<file path="src/rtl/irq_seq_pkg.sv">
package irq_seq_pkg;

    typedef enum logic [3:0] {
        ST_IDLE     = 4'd0,
        ST_PUSH_PSW = 4'd1,
        ST_PUSH_PCH = 4'd2,
        ST_PUSH_PCL = 4'd3,
        ST_VEC_LOAD = 4'd4,
        ST_POP_PCL  = 4'd5,
        ST_POP_PCH  = 4'd6,
        ST_POP_PSW  = 4'd7,
        ST_RET_DONE = 4'd8
    } seq_state_e;

    localparam int ENTRY_CYCLES  = 4;
    localparam int RETURN_CYCLES = 4;

endpackage

</file>
<file path="src/rtl/irq_prio_pick.sv">
module irq_prio_pick #(
    parameter int N = 4
) (
    input  logic [N-1:0] req,
    output logic [N-1:0] pick
);
    logic seen;

    always_comb begin
        pick = '0;
        seen = 1'b0;
        for (int i = 0; i < N; i++) begin
            if (req[i] && !seen) begin
                pick[i] = 1'b1;
            end
            seen = seen | req[i];
        end
    end
endmodule

</file>
<file path="src/rtl/irq_isr_bank.sv">
module irq_isr_bank #(
    parameter int LEVELS = 4,
    parameter int LVL_W  = 2
) (
    input  logic              clk,
    input  logic              rst_n,
    input  logic              set_en,
    input  logic [LVL_W-1:0]  set_lvl,
    input  logic              clr_en,
    output logic [LEVELS-1:0] isr
);
    logic [LEVELS-1:0] isr_d, isr_q;
    logic [LEVELS-1:0] set_oh;
    logic [LEVELS-1:0] retire_oh;

    for (genvar g = 0; g < LEVELS; g++) begin : g_set_dec
        assign set_oh[g] = (set_lvl == LVL_W'(g));
    end

    irq_prio_pick #(.N(LEVELS)) u_pick (
        .req  (isr_q),
        .pick (retire_oh)
    );

    always_comb begin
        isr_d = isr_q;
        if (clr_en) begin
            isr_d = isr_d & ~retire_oh;
        end
        if (set_en) begin
            isr_d = isr_d | set_oh;
        end
    end

    always_ff @(posedge clk) begin
        if (!rst_n) begin
            isr_q <= '0;
        end else begin
            isr_q <= isr_d;
        end
    end

    assign isr = isr_q;
endmodule

</file>
<file path="src/rtl/irq_entry_seq.sv">
module irq_entry_seq
    import irq_seq_pkg::*;
#(
    parameter int               PC_W    = 20,
    parameter int               PSW_W   = 16,
    parameter int               WORD_W  = 16,
    parameter int               SP_W    = 16,
    parameter int               LEVELS  = 4,
    parameter int               VEC_W   = 5,
    parameter int               IE_BIT  = 5,
    parameter logic [SP_W-1:0]  SP_INIT = 16'h0100,
    parameter logic [PC_W-1:0]  RST_PC  = '0,
    localparam int              LVL_W   = (LEVELS > 1) ? $clog2(LEVELS) : 1
) (
    input  logic              clk,
    input  logic              rst_n,
    input  logic              grant_valid,
    input  logic [LVL_W-1:0]  grant_level,
    input  logic [VEC_W-1:0]  grant_vector,
    input  logic              reti_req,
    input  logic              core_upd,
    input  logic [PC_W-1:0]   core_pc,
    input  logic [PSW_W-1:0]  core_psw,
    output logic              stk_we,
    output logic              stk_re,
    output logic [SP_W-1:0]   stk_addr,
    output logic [WORD_W-1:0] stk_wdata,
    input  logic [WORD_W-1:0] stk_rdata,
    output logic              vec_re,
    output logic [VEC_W-1:0]  vec_addr,
    input  logic [PC_W-1:0]   vec_rdata,
    output logic [PC_W-1:0]   pc,
    output logic [PSW_W-1:0]  psw,
    output logic              ie,
    output logic [SP_W-1:0]   sp,
    output logic [LEVELS-1:0] isr,
    output logic              busy
);
    localparam int PCH_W = PC_W - WORD_W;

    typedef struct packed {
        seq_state_e         st;
        logic [PC_W-1:0]    pc;
        logic [PSW_W-1:0]   psw;
        logic [SP_W-1:0]    sp;
        logic [LVL_W-1:0]   lvl;
        logic [VEC_W-1:0]   vec;
    } seq_regs_t;

    seq_regs_t r_d, r_q;
    logic      isr_set, isr_clr;
    logic [SP_W-1:0] sp_dec;
    logic [SP_W-1:0] sp_inc;

    assign sp_dec = r_q.sp - SP_W'(1);
    assign sp_inc = r_q.sp + SP_W'(1);

    always_comb begin
        r_d       = r_q;
        stk_we    = 1'b0;
        stk_re    = 1'b0;
        stk_addr  = r_q.sp;
        stk_wdata = '0;
        vec_re    = 1'b0;
        vec_addr  = r_q.vec;
        isr_set   = 1'b0;
        isr_clr   = 1'b0;

        unique case (r_q.st)
            ST_IDLE: begin
                if (grant_valid) begin
                    r_d.st  = ST_PUSH_PSW;
                    r_d.lvl = grant_level;
                    r_d.vec = grant_vector;
                end else if (reti_req) begin
                    r_d.st = ST_POP_PCL;
                end else if (core_upd) begin
                    r_d.pc  = core_pc;
                    r_d.psw = core_psw;
                end
            end
            ST_PUSH_PSW: begin
                stk_we    = 1'b1;
                stk_addr  = sp_dec;
                stk_wdata = WORD_W'(r_q.psw);
                r_d.sp    = sp_dec;
                r_d.st    = ST_PUSH_PCH;
            end
            ST_PUSH_PCH: begin
                stk_we    = 1'b1;
                stk_addr  = sp_dec;
                stk_wdata = WORD_W'(r_q.pc[PC_W-1:WORD_W]);
                r_d.sp    = sp_dec;
                r_d.st    = ST_PUSH_PCL;
            end
            ST_PUSH_PCL: begin
                stk_we          = 1'b1;
                stk_addr        = sp_dec;
                stk_wdata       = r_q.pc[WORD_W-1:0];
                r_d.sp          = sp_dec;
                vec_re          = 1'b1;
                r_d.psw[IE_BIT] = 1'b0;
                isr_set         = 1'b1;
                r_d.st          = ST_VEC_LOAD;
            end
            ST_VEC_LOAD: begin
                r_d.pc = vec_rdata;
                r_d.st = ST_IDLE;
            end
            ST_POP_PCL: begin
                stk_re = 1'b1;
                r_d.sp = sp_inc;
                r_d.st = ST_POP_PCH;
            end
            ST_POP_PCH: begin
                stk_re                 = 1'b1;
                r_d.sp                 = sp_inc;
                r_d.pc[WORD_W-1:0]     = stk_rdata;
                r_d.st                 = ST_POP_PSW;
            end
            ST_POP_PSW: begin
                stk_re                 = 1'b1;
                r_d.sp                 = sp_inc;
                r_d.pc[PC_W-1:WORD_W]  = stk_rdata[PCH_W-1:0];
                r_d.st                 = ST_RET_DONE;
            end
            ST_RET_DONE: begin
                r_d.psw = PSW_W'(stk_rdata);
                isr_clr = 1'b1;
                r_d.st  = ST_IDLE;
            end
            default: begin
                r_d.st = ST_IDLE;
            end
        endcase
    end

    always_ff @(posedge clk) begin
        if (!rst_n) begin
            r_q.st  <= ST_IDLE;
            r_q.pc  <= RST_PC;
            r_q.psw <= '0;
            r_q.sp  <= SP_INIT;
            r_q.lvl <= '0;
            r_q.vec <= '0;
        end else begin
            r_q <= r_d;
        end
    end

    irq_isr_bank #(.LEVELS(LEVELS), .LVL_W(LVL_W)) u_isr (
        .clk     (clk),
        .rst_n   (rst_n),
        .set_en  (isr_set),
        .set_lvl (r_q.lvl),
        .clr_en  (isr_clr),
        .isr     (isr)
    );

    assign pc   = r_q.pc;
    assign psw  = r_q.psw;
    assign ie   = r_q.psw[IE_BIT];
    assign sp   = r_q.sp;
    assign busy = (r_q.st != ST_IDLE);
endmodule

</file>
<file path="config.mk">
export PLATFORM = sky130hd
export DESIGN_NAME = irq_entry_seq
export DESIGN_NICKNAME = d
export VERILOG_FILES = /design/src/rtl/irq_seq_pkg.sv /design/src/rtl/irq_prio_pick.sv /design/src/rtl/irq_isr_bank.sv /design/src/rtl/irq_entry_seq.sv
export SDC_FILE = /design/constraint.sdc
export NUM_CORES = 1
export LEC_CHECK = 0
export BUFFER_PORTS_ARGS = -buffer_cell sky130_fd_sc_hd__buf_4
export CAP_MARGIN = 40
export CORE_UTILIZATION = 35
export DETAILED_ROUTE_END_ITERATION = 10
export GPL_TIMING_DRIVEN = 0
export PLACE_DENSITY = 0.59
export SYNTH_ARGS = -nofsm -noshare
export SYNTH_HDL_FRONTEND = slang
export SYNTH_HIERARCHICAL = 1
export SYNTH_SLANG_ARGS = --single-unit
</file>
<file path="constraint.sdc">
create_clock -name clk -period 2.6 [get_ports clk]
set_input_delay 0.39 -clock clk [delete_from_list [all_inputs] [get_ports clk]]
set_output_delay 0.39 -clock clk [all_outputs]
set_load 0.005 [all_outputs]
</file>
### Word-level counts from Yosys, hierarchy flattened

Index checks and enable logic that the tools add are counted.
Widths: inputs -> output; s select.

| cells by class | value |
|---|---|
| bitwise operators | 5 |
| equal/unequal tests | 15 |
| magnitude comparators | 0 |
| divide/modulo/power cells | 0 |
| multiply operators | 0 |
| shift-type cells | 0 |
| mux-type cells | 24 |
| reductions and logical operators | 21 |
| add/sub/neg operators | 2 |

Operators by type and width:

| kind | count |
|---|---|
| $mux 36 | 3 |
| $pmux 16 s3 | 2 |
| $pmux 16 s2 | 1 |
| $pmux 4 s7 | 1 |
| $pmux 10 s2 | 1 |
| $add 16x1->16 const B | 1 |
| $eq 4x3->1 const B | 4 |
| $mux 16 | 1 |
| $mux 4 | 4 |
| $reduce_and 4->1 | 4 |
| $sub 16x1->16 const B | 1 |
| $pmux 4 s3 | 1 |
| $pmux 5 s2 | 1 |
| $reduce_bool 3->1 | 3 |
| $eq 4x2->1 const B | 2 |
| $mux 1 | 8 |
| $ne 2x2->1 const B | 3 |
| $reduce_or 3->1 | 2 |
| $and 4x4->4 | 1 |
| $eq 2x2->1 const B | 2 |
| $eq 4x1->1 const B | 1 |
| $eq 4x4->1 const B | 1 |
| $logic_not 4->1 | 1 |
| $not 4->4 | 1 |
| 11 further kinds | 17 |

| storage, ports and cells | value |
|---|---|
| latch bits | 0 |
| output and inout port bits | 98 |
| bits in writable memories | 0 |
| bits in registers | 67 |
| word-level logic and storage cells | 76 |
| memories kept | 0 |
| input bits | 84 |
| memory bits (read-only) | 0 |

### Longest topological paths before layout

Gate-level depths: netlist of run 1.

| logic depth | value |
|---|---|
| word-level depth | 10 |
| mapped depth | 7 |
| gate-level depth less buffers | 7 |

### Cells and area by module

The synthesis of run 1 kept the hierarchy.

Modules (own cells, without submodules):

| module | instances | cells each | area each (um^2) |
|---|---|---|---|
| irq_entry_seq | 1 | 483 | 3,942.5 |
| irq_isr_bank | 1 | 17 | 157.7 |
| irq_prio_pick | 1 | 4 | 36.3 |

### Worst setup path after synthesis of run 1

No wires, ideal clock.

| timing | value |
|---|---|
| path type | register to output |
| start | register sp[8] (netlist name) |
| end | output stk_addr[15] |
| stages on the path, launching flop included | 6 |
| setup slack | 549 ps |
| path buffers | 1 |
| data required time | 2,210 ps |
| data arrival time | 1,661 ps |
| cell sequence | dfxtp_1 > buf_2 > or4_4 > nor4b_2 > nor4b_4 > xor2_1 |

| on the way | value |
|---|---|
| longest elaborated chain between the ends | 2 |

Ends and longest elaborated chain:

| what | line | text |
|---|---|---|
| $sub 16x1->16 | irq_entry_seq.sv:55 | `assign sp_dec = r_q.sp - SP_W'(1);` |
| $mux 16 | irq_entry_seq.sv:69 | `unique case (r_q.st)` |
| to (decl) | irq_entry_seq.sv:26 | `output logic [SP_W-1:0] stk_addr,` |

Every way passes these cells.

### Worst setup path after layout of run 1

| timing | value |
|---|---|
| start | register sp[7] (netlist name) |
| end | output stk_addr[15] |

| on the way | value |
|---|---|
| longest elaborated chain between the ends | 2 |

Ends and longest elaborated chain:

| what | line |
|---|---|
| $sub 16x1->16 | irq_entry_seq.sv:55 |
| $mux 16 | irq_entry_seq.sv:69 |

Every way passes these cells.

==> results.toml, run 1 <==
[sta]
rsz0062_at_grt = "yes"
drv_slew = 0
hold_viol = 0
fin_crit_sh_pct = 96.0
max_freq_mhz = 400
relSlewSlack_pct = 56.3
tightest_slew_ns = 0.656
setup_viol_count_final = 0
finalSetupTns_ns = 0
min_period_ns = 2.50
worst_slack_ns = 0.103
skew_ns = 0.00553

[placement]
port_buffers = 181
dpl_cell_area_mm2 = 0.00567
dp_hpwl_um = 10900
routabilityCongestion = 0.900
place_ws_ns = -0.0610
dpl.cell_count = 828

[worst_setup_path]
max_stage_delay_ns = 0.57
cp-start-kind = "flop"
crit_family = "simple AND/OR/NAND/NOR gates"
worstPathMaxFanout = 6
crit_chain = "or4_4 -> nor4b_4 -> nor4b_4 -> xor2_1 -> buf_4"
cp.buffers_inverters = 1
critical_path_class = "flop to output pin"
endpoint_kind = "output pin"
worstPathArrival_ns = 2.11
rr_worst_depth = 6
crit_top_cell = "nor4b_4"
cp_slowest_cell = "or4_4"
crit_cells = 5
worst_ep_required_time_ns = 2.21

[synth]
ys_top_cells_by_area = "dfxtp_1, buf_4, nor2_1"
syn_inst = 504
synth_area_mm2 = 0.00414
yosysWarnings = 6
synth_edf_count = 0
synth.most_common_cell = "dfxtp_1"
synth_top_area_share_pct = 32.4
ys_seq_area_share_pct = 32.4
yosysTopAreaCell = "dfxtp_1"
ys.flop_type = "dfxtp_1"
synthesis.nets = 590
synth_common_cells = "dfxtp_1, buf_4, nor2_1"
ys_types = 58
synth_seq_cells = 67
synthArstFlopShare_pct = 0
postSynthAreaPerCell_um2 = 8.21

[floorplan]
initial_core_util_pct = 36.1
fp.dieH_um = 111
rows = 39
dieArea_mm2 = 0.0123
die_w_um = 111
ios = 182
core-area_mm2 = 0.0115

[global_route]
grt_pass1_wl_um = 22500
grt_max_degree = 14
grt-ovfl-total = 0
first_global_vias = 4308
antenna_found_initial = 0
track_usage_pct = 22.9

[pwr]
p_per_area_mw_per_mm2 = 917
p_leak_nw = 2.74
ir_drop_mv = 0.781

[cts]
clk_latency_ns = 0.33
tritoncts = "built"
cts_root_buf = "clkbuf_16"
numClockSinks = 67
clkTransAtPathRegs_ns = 0.06
htree_levels = 3
cts_buffers = 9
clock_path_buffers = 2

[route]
vias = 4479
drt-total-wl_um = 14200
dr.pass1.iters = 5
wl_per_cell_um = 16.8
first_iter_violations = 284
vias_per_cell = 5.29
drc = 0
antenna_left = 0

[cells_and_area]
layout.cells.non_filler = 847
final_layout_size_suffix_gt1_share_pct = 43.3
synthToLayoutAreaGrowth_pct = 47.8
final_cell_area_mm2 = 0.00611
nets = 785
final.fill_count = 1131
fin_util_pct = 53.3
antennaDiodeCount = 0

[job]
max_cap_viol_count = 0

[outcome]
outcome = "complete, no violations"

[worst_hold_path]
holdPathStages = 3
hold_path.class = "input pin to flop"
## cell type report
cell class | count | area [um^2] | area share [%]
Timing Repair Buffer | 189 | 1420 | 23.2
Sequential cell | 67 | 1350 | 22.1
Multi-Input combinational cell | 333 | 2230 | 36.5
Tap cell | 143 | 179 | 2.93
Buffer | 90 | 579 | 9.47
Clock buffer | 10 | 229 | 3.74
Clock inverter | 6 | 90.1 | 1.47
Inverter | 9 | 33.8 | 0.552
## routing by layer
layer	part of all wire (%)	global-route usage (%)
met1	44	29.7
met2	49	38.4
met3	5.7	4.32
met4	1.3	6.76
met5	0	0
## cells in the final DEF, fill, tap and decap left out, types with 12 or more instances in the layout
cell / synthesis / routed
a211oi_1: 16 / 16
a21oi_1: 26 / 26
a222oi_1: 16 / 16
a22o_1: 12 / 12
buf_4: 58 / 248
clkbuf_1: 22 / 17
dfxtp_1: 67 / 63
nand2_1: 47 / 47
nor2_1: 57 / 54
o221ai_1: 15 / 15
xnor2_1: 19 / 19
## what timing repair did
| item | 4_1_cts | 5_1_grt |
|---|---|---|
| setup buffers | 3 | 5 |
| pin swaps | 4 | 5 |
| endpoints found under the setup margin | 19 | 17 |
| hold buffers | 0 | 0 |
| resized for setup | 8 | 18 |
## state kept, by name (all words and copies together) (netlist names)
signal,flops
pc,20
psw,16
sp,16
r_q,6
vec_addr,5
u_isr/isr,4
## worst min-delay path, stage by stage
cell and delay, ns:
buf_4 0.08, mux2i_1 0.05, nor2_1 0.07
## report_power, final
| group | internal, mW | switching (mW) |
|---|---|---|
| combinational | 1.46 | 1.37 |
| clock | 0.841 | 0.464 |
| sequential | 1.24 | 0.231 |
## metrics by stage
stage	total power, mW	hold slack (ns)
6_report	5.61	0.297
3_3_place_gp	4.08	0.456
2_1_floorplan	3.02	0.435
4_1_cts	5.49	0.289
5_1_grt	5.98	0.312
3_5_place_dp	4.10	0.463
## kinds of logic (layout without fill, tap and decap cells)
| logic type | count (synthesis) | in the layout | synth area share, % |
|---|---|---|---|
| AND/OR/NAND/NOR | 172 | 172 | 21.1 |
| AO/OA/AOI/OAI | 121 | 121 | 22.0 |
| buffers and inverters | 104 | 304 | 15.3 |
| flip-flops | 67 | 67 | 32.4 |
| multiplexers | 13 | 13 | 3.27 |
| XOR/XNOR | 25 | 25 | 5.29 |
| adder cells (fa/ha/maj) | 2 | 2 | 0.605 |
## final timing paths
path,slack [ns],end,from
min reg2reg,0.47,psw[1]$_SDFFE_PN0P_,psw[1]$_SDFFE_PN0P_
max,0.10,stk_addr[15],sp[7]$_SDFFE_PN0P_
max reg2reg,0.42,pc[14]$_SDFFE_PN0P_,r_q[60]$_SDFFE_PN0P_
min,0.30,r_q[6]$_SDFFE_PN0P_,grant_level[1]
(Power assumes the default switching activity.)
==> run 2, diff against run 1 <==
--- a/config.mk
+++ b/config.mk
@@ -10,6 +10,7 @@
 export CORE_UTILIZATION = 35
 export DETAILED_ROUTE_END_ITERATION = 10
 export GPL_TIMING_DRIVEN = 0
+export MAX_ROUTING_LAYER = met4
 export PLACE_DENSITY = 0.59
 export SYNTH_ARGS = -nofsm -noshare
 export SYNTH_HDL_FRONTEND = slang
==> results.toml, run 2 (synthesis results as in run 1) <==
[cts]
clkTransAtPathRegs_ns = 0.06
tritoncts = "built"
numClockSinks = 67
cts_buffers = 9
clk_latency_ns = 0.33
clock_path_buffers = 2
holdBufCountCts = 0
cts_root_buf = "clkbuf_16"
htree_levels = 3

[job]
max_cap_viol_count = 0

[worst_setup_path]
crit_family = "simple AND/OR/NAND/NOR gates"
rr_worst_depth = 6
cp.buffers_inverters = 1
cp-start-kind = "flop"
max_stage_delay_ns = 0.57
worstPathArrival_ns = 2.10
worstPathMaxFanout = 6
worst_ep_required_time_ns = 2.21
reg2reg_from = "r_q[60]$_SDFFE_PN0P_"
crit_top_cell = "nor4b_4"
cp_slowest_cell = "or4_4"
regToRegEndpoint = "pc[14]$_SDFFE_PN0P_"
crit_chain = "or4_4 -> nor4b_4 -> nor4b_4 -> xor2_1 -> buf_4"
endpoint_kind = "output pin"
critical_path_class = "flop to output pin"
reg2reg_setup_slack_ns = 0.41

[pwr]
p_total_mw = 5.59
p_seq_share_pct = 26.3
p_int_mw = 3.54
p_per_area_mw_per_mm2 = 916
p_leak_nw = 2.74
switching_power_mw = 2.06
power.share.clock_pct = 23.4
p_comb_share_pct = 50.3
switching_share_pct = 36.8
ir_drop_mv = 0.777

[cells_and_area]
final.fill_count = 1133
final_cell_mix = "buf_4, dfxtp_1, nor2_1"
synthToLayoutAreaGrowth_pct = 47.6
layout.cells.non_filler = 846
final_layout_size_suffix_gt1_share_pct = 43.2
largest_registers = "pc (20), psw (16), sp (16)"
antennaDiodeCount = 0
regMostFlops = "pc"
nets = 784
largest_register_ffs = 20
fin_util_pct = 53.3
final_common_cell = "buf_4"

[route]
drt-total-wl_um = 14200
drc = 0
dr.pass1.iters = 7
vias = 4463
wl_per_cell_um = 16.8
vias_per_cell = 5.28
antenna_left = 0
first_iter_violations = 260

[placement]
port_buffers = 181
dp_hpwl_um = 10900
dpl.cell_count = 828
routabilityCongestion = 0.915

[sta]
tightest_slew_ns = 0.662
fin_crit_sh_pct = 95.9
setup_viol_count_final = 0
hold_viol = 0
holdWs_ns = 0.296
rsz0062_at_grt = "yes"
drv_slew = 0
min_period_ns = 2.49
max_freq_mhz = 401
skew_ns = 0.00558
finalSetupTns_ns = 0
relSlewSlack_pct = 55.9

[global_route]
track_usage_pct = 23.5
grt_max_degree = 14
grt_pass1_wl_um = 22400
first_global_vias = 4313
grt-ovfl-total = 0
antenna_found_initial = 0

[outcome]
outcome = "complete, no violations"

[floorplan]
dieArea_mm2 = 0.0123
ios = 182
rows = 39
fp.dieH_um = 111
initial_core_util_pct = 36.1
core-area_mm2 = 0.0115
die_w_um = 111

[worst_hold_path]
min_from = "grant_level[1]"
hold_path.class = "input pin to flop"
holdPathEnd = "r_q[6]$_SDFFE_PN0P_"
holdPathStages = 3
-- run 2: changes by cell type in the layout (fill, tap and decap cells not counted) --
cell,previous run,this run
buf_4,248,247
-- run 2: through the flow --
step                      setup slack [ns]  area [um^2]
after floorplan                      0.549         4140
after global placement             -0.0341         5670
after detailed placement           -0.0610         5670
after CTS                          0.00181         6030
after global routing            0.00000666         6110
final                                0.107         6110
-- run 2: cell type report --
| cell class | count | area, um^2 | area share (%) |
|---|---|---|---|
| Timing Repair Buffer | 188 | 1410 | 23.1 |
| Clock buffer | 10 | 229 | 3.75 |
| Multi-Input combinational cell | 333 | 2230 | 36.6 |
| Sequential cell | 67 | 1350 | 22.1 |
| Clock inverter | 6 | 90.1 | 1.48 |
| Buffer | 90 | 579 | 9.49 |
| Tap cell | 143 | 179 | 2.93 |
| Inverter | 9 | 33.8 | 0.553 |
-- run 2: worst min-delay path: stages --
cell and delay [ns]:
buf_4 0.08, mux2i_1 0.05, nor2_1 0.07
-- run 2: worst max path at each step --
stage / from / end / slack [ns] / cells past startpoint
floorplan: sp[8]$_SDFFE_PN1P_ / stk_addr[15] / 0.55 / 5
global route: sp[3]$_SDFFE_PN0P_ / stk_addr[9] / 0.000007 / 7
finish: sp[7]$_SDFFE_PN0P_ / stk_addr[15] / 0.11 / 5
detailed placement: r_q[59]$_SDFFE_PN0P_ / stk_wdata[6] / -0.06 / 7
CTS: sp[7]$_SDFFE_PN0P_ / stk_addr[15] / 0.002 / 6
global placement: r_q[59]$_SDFFE_PN0P_ / stk_wdata[13] / -0.03 / 7
-- run 2: what timing repair did --
item / in CTS / in global routing
resized for setup: 8 / 18
endpoints found under the setup margin: 19 / 17
pin swaps: 4 / 5
setup buffers: 3 / 4
-- run 2: metal layers --
| metal | vias to the layer above | track usage (%) | part of all wire, % |
|---|---|---|---|
| met2 | 151 | 38.4 | 49 |
| met1 | 2122 | 29.9 | 44 |
| li1 | 2172 | - | - |
| met5 | - | - | 0 |
| met4 | 0 | 6.76 | 1.5 |
| met3 | 18 | 3.94 | 5.7 |
-- run 2: power by group through the flow --
stage / Sequential [mW] / Clock, mW / Combinational, mW
2_1_floorplan: 1.37 / 0 / 1.66
3_3_place_gp: 1.41 / 0 / 2.68
3_5_place_dp: 1.41 / 0 / 2.69
4_1_cts: 1.41 / 1.34 / 2.75
5_1_grt: 1.51 / 1.38 / 3.07
6_report: 1.47 / 1.31 / 2.81
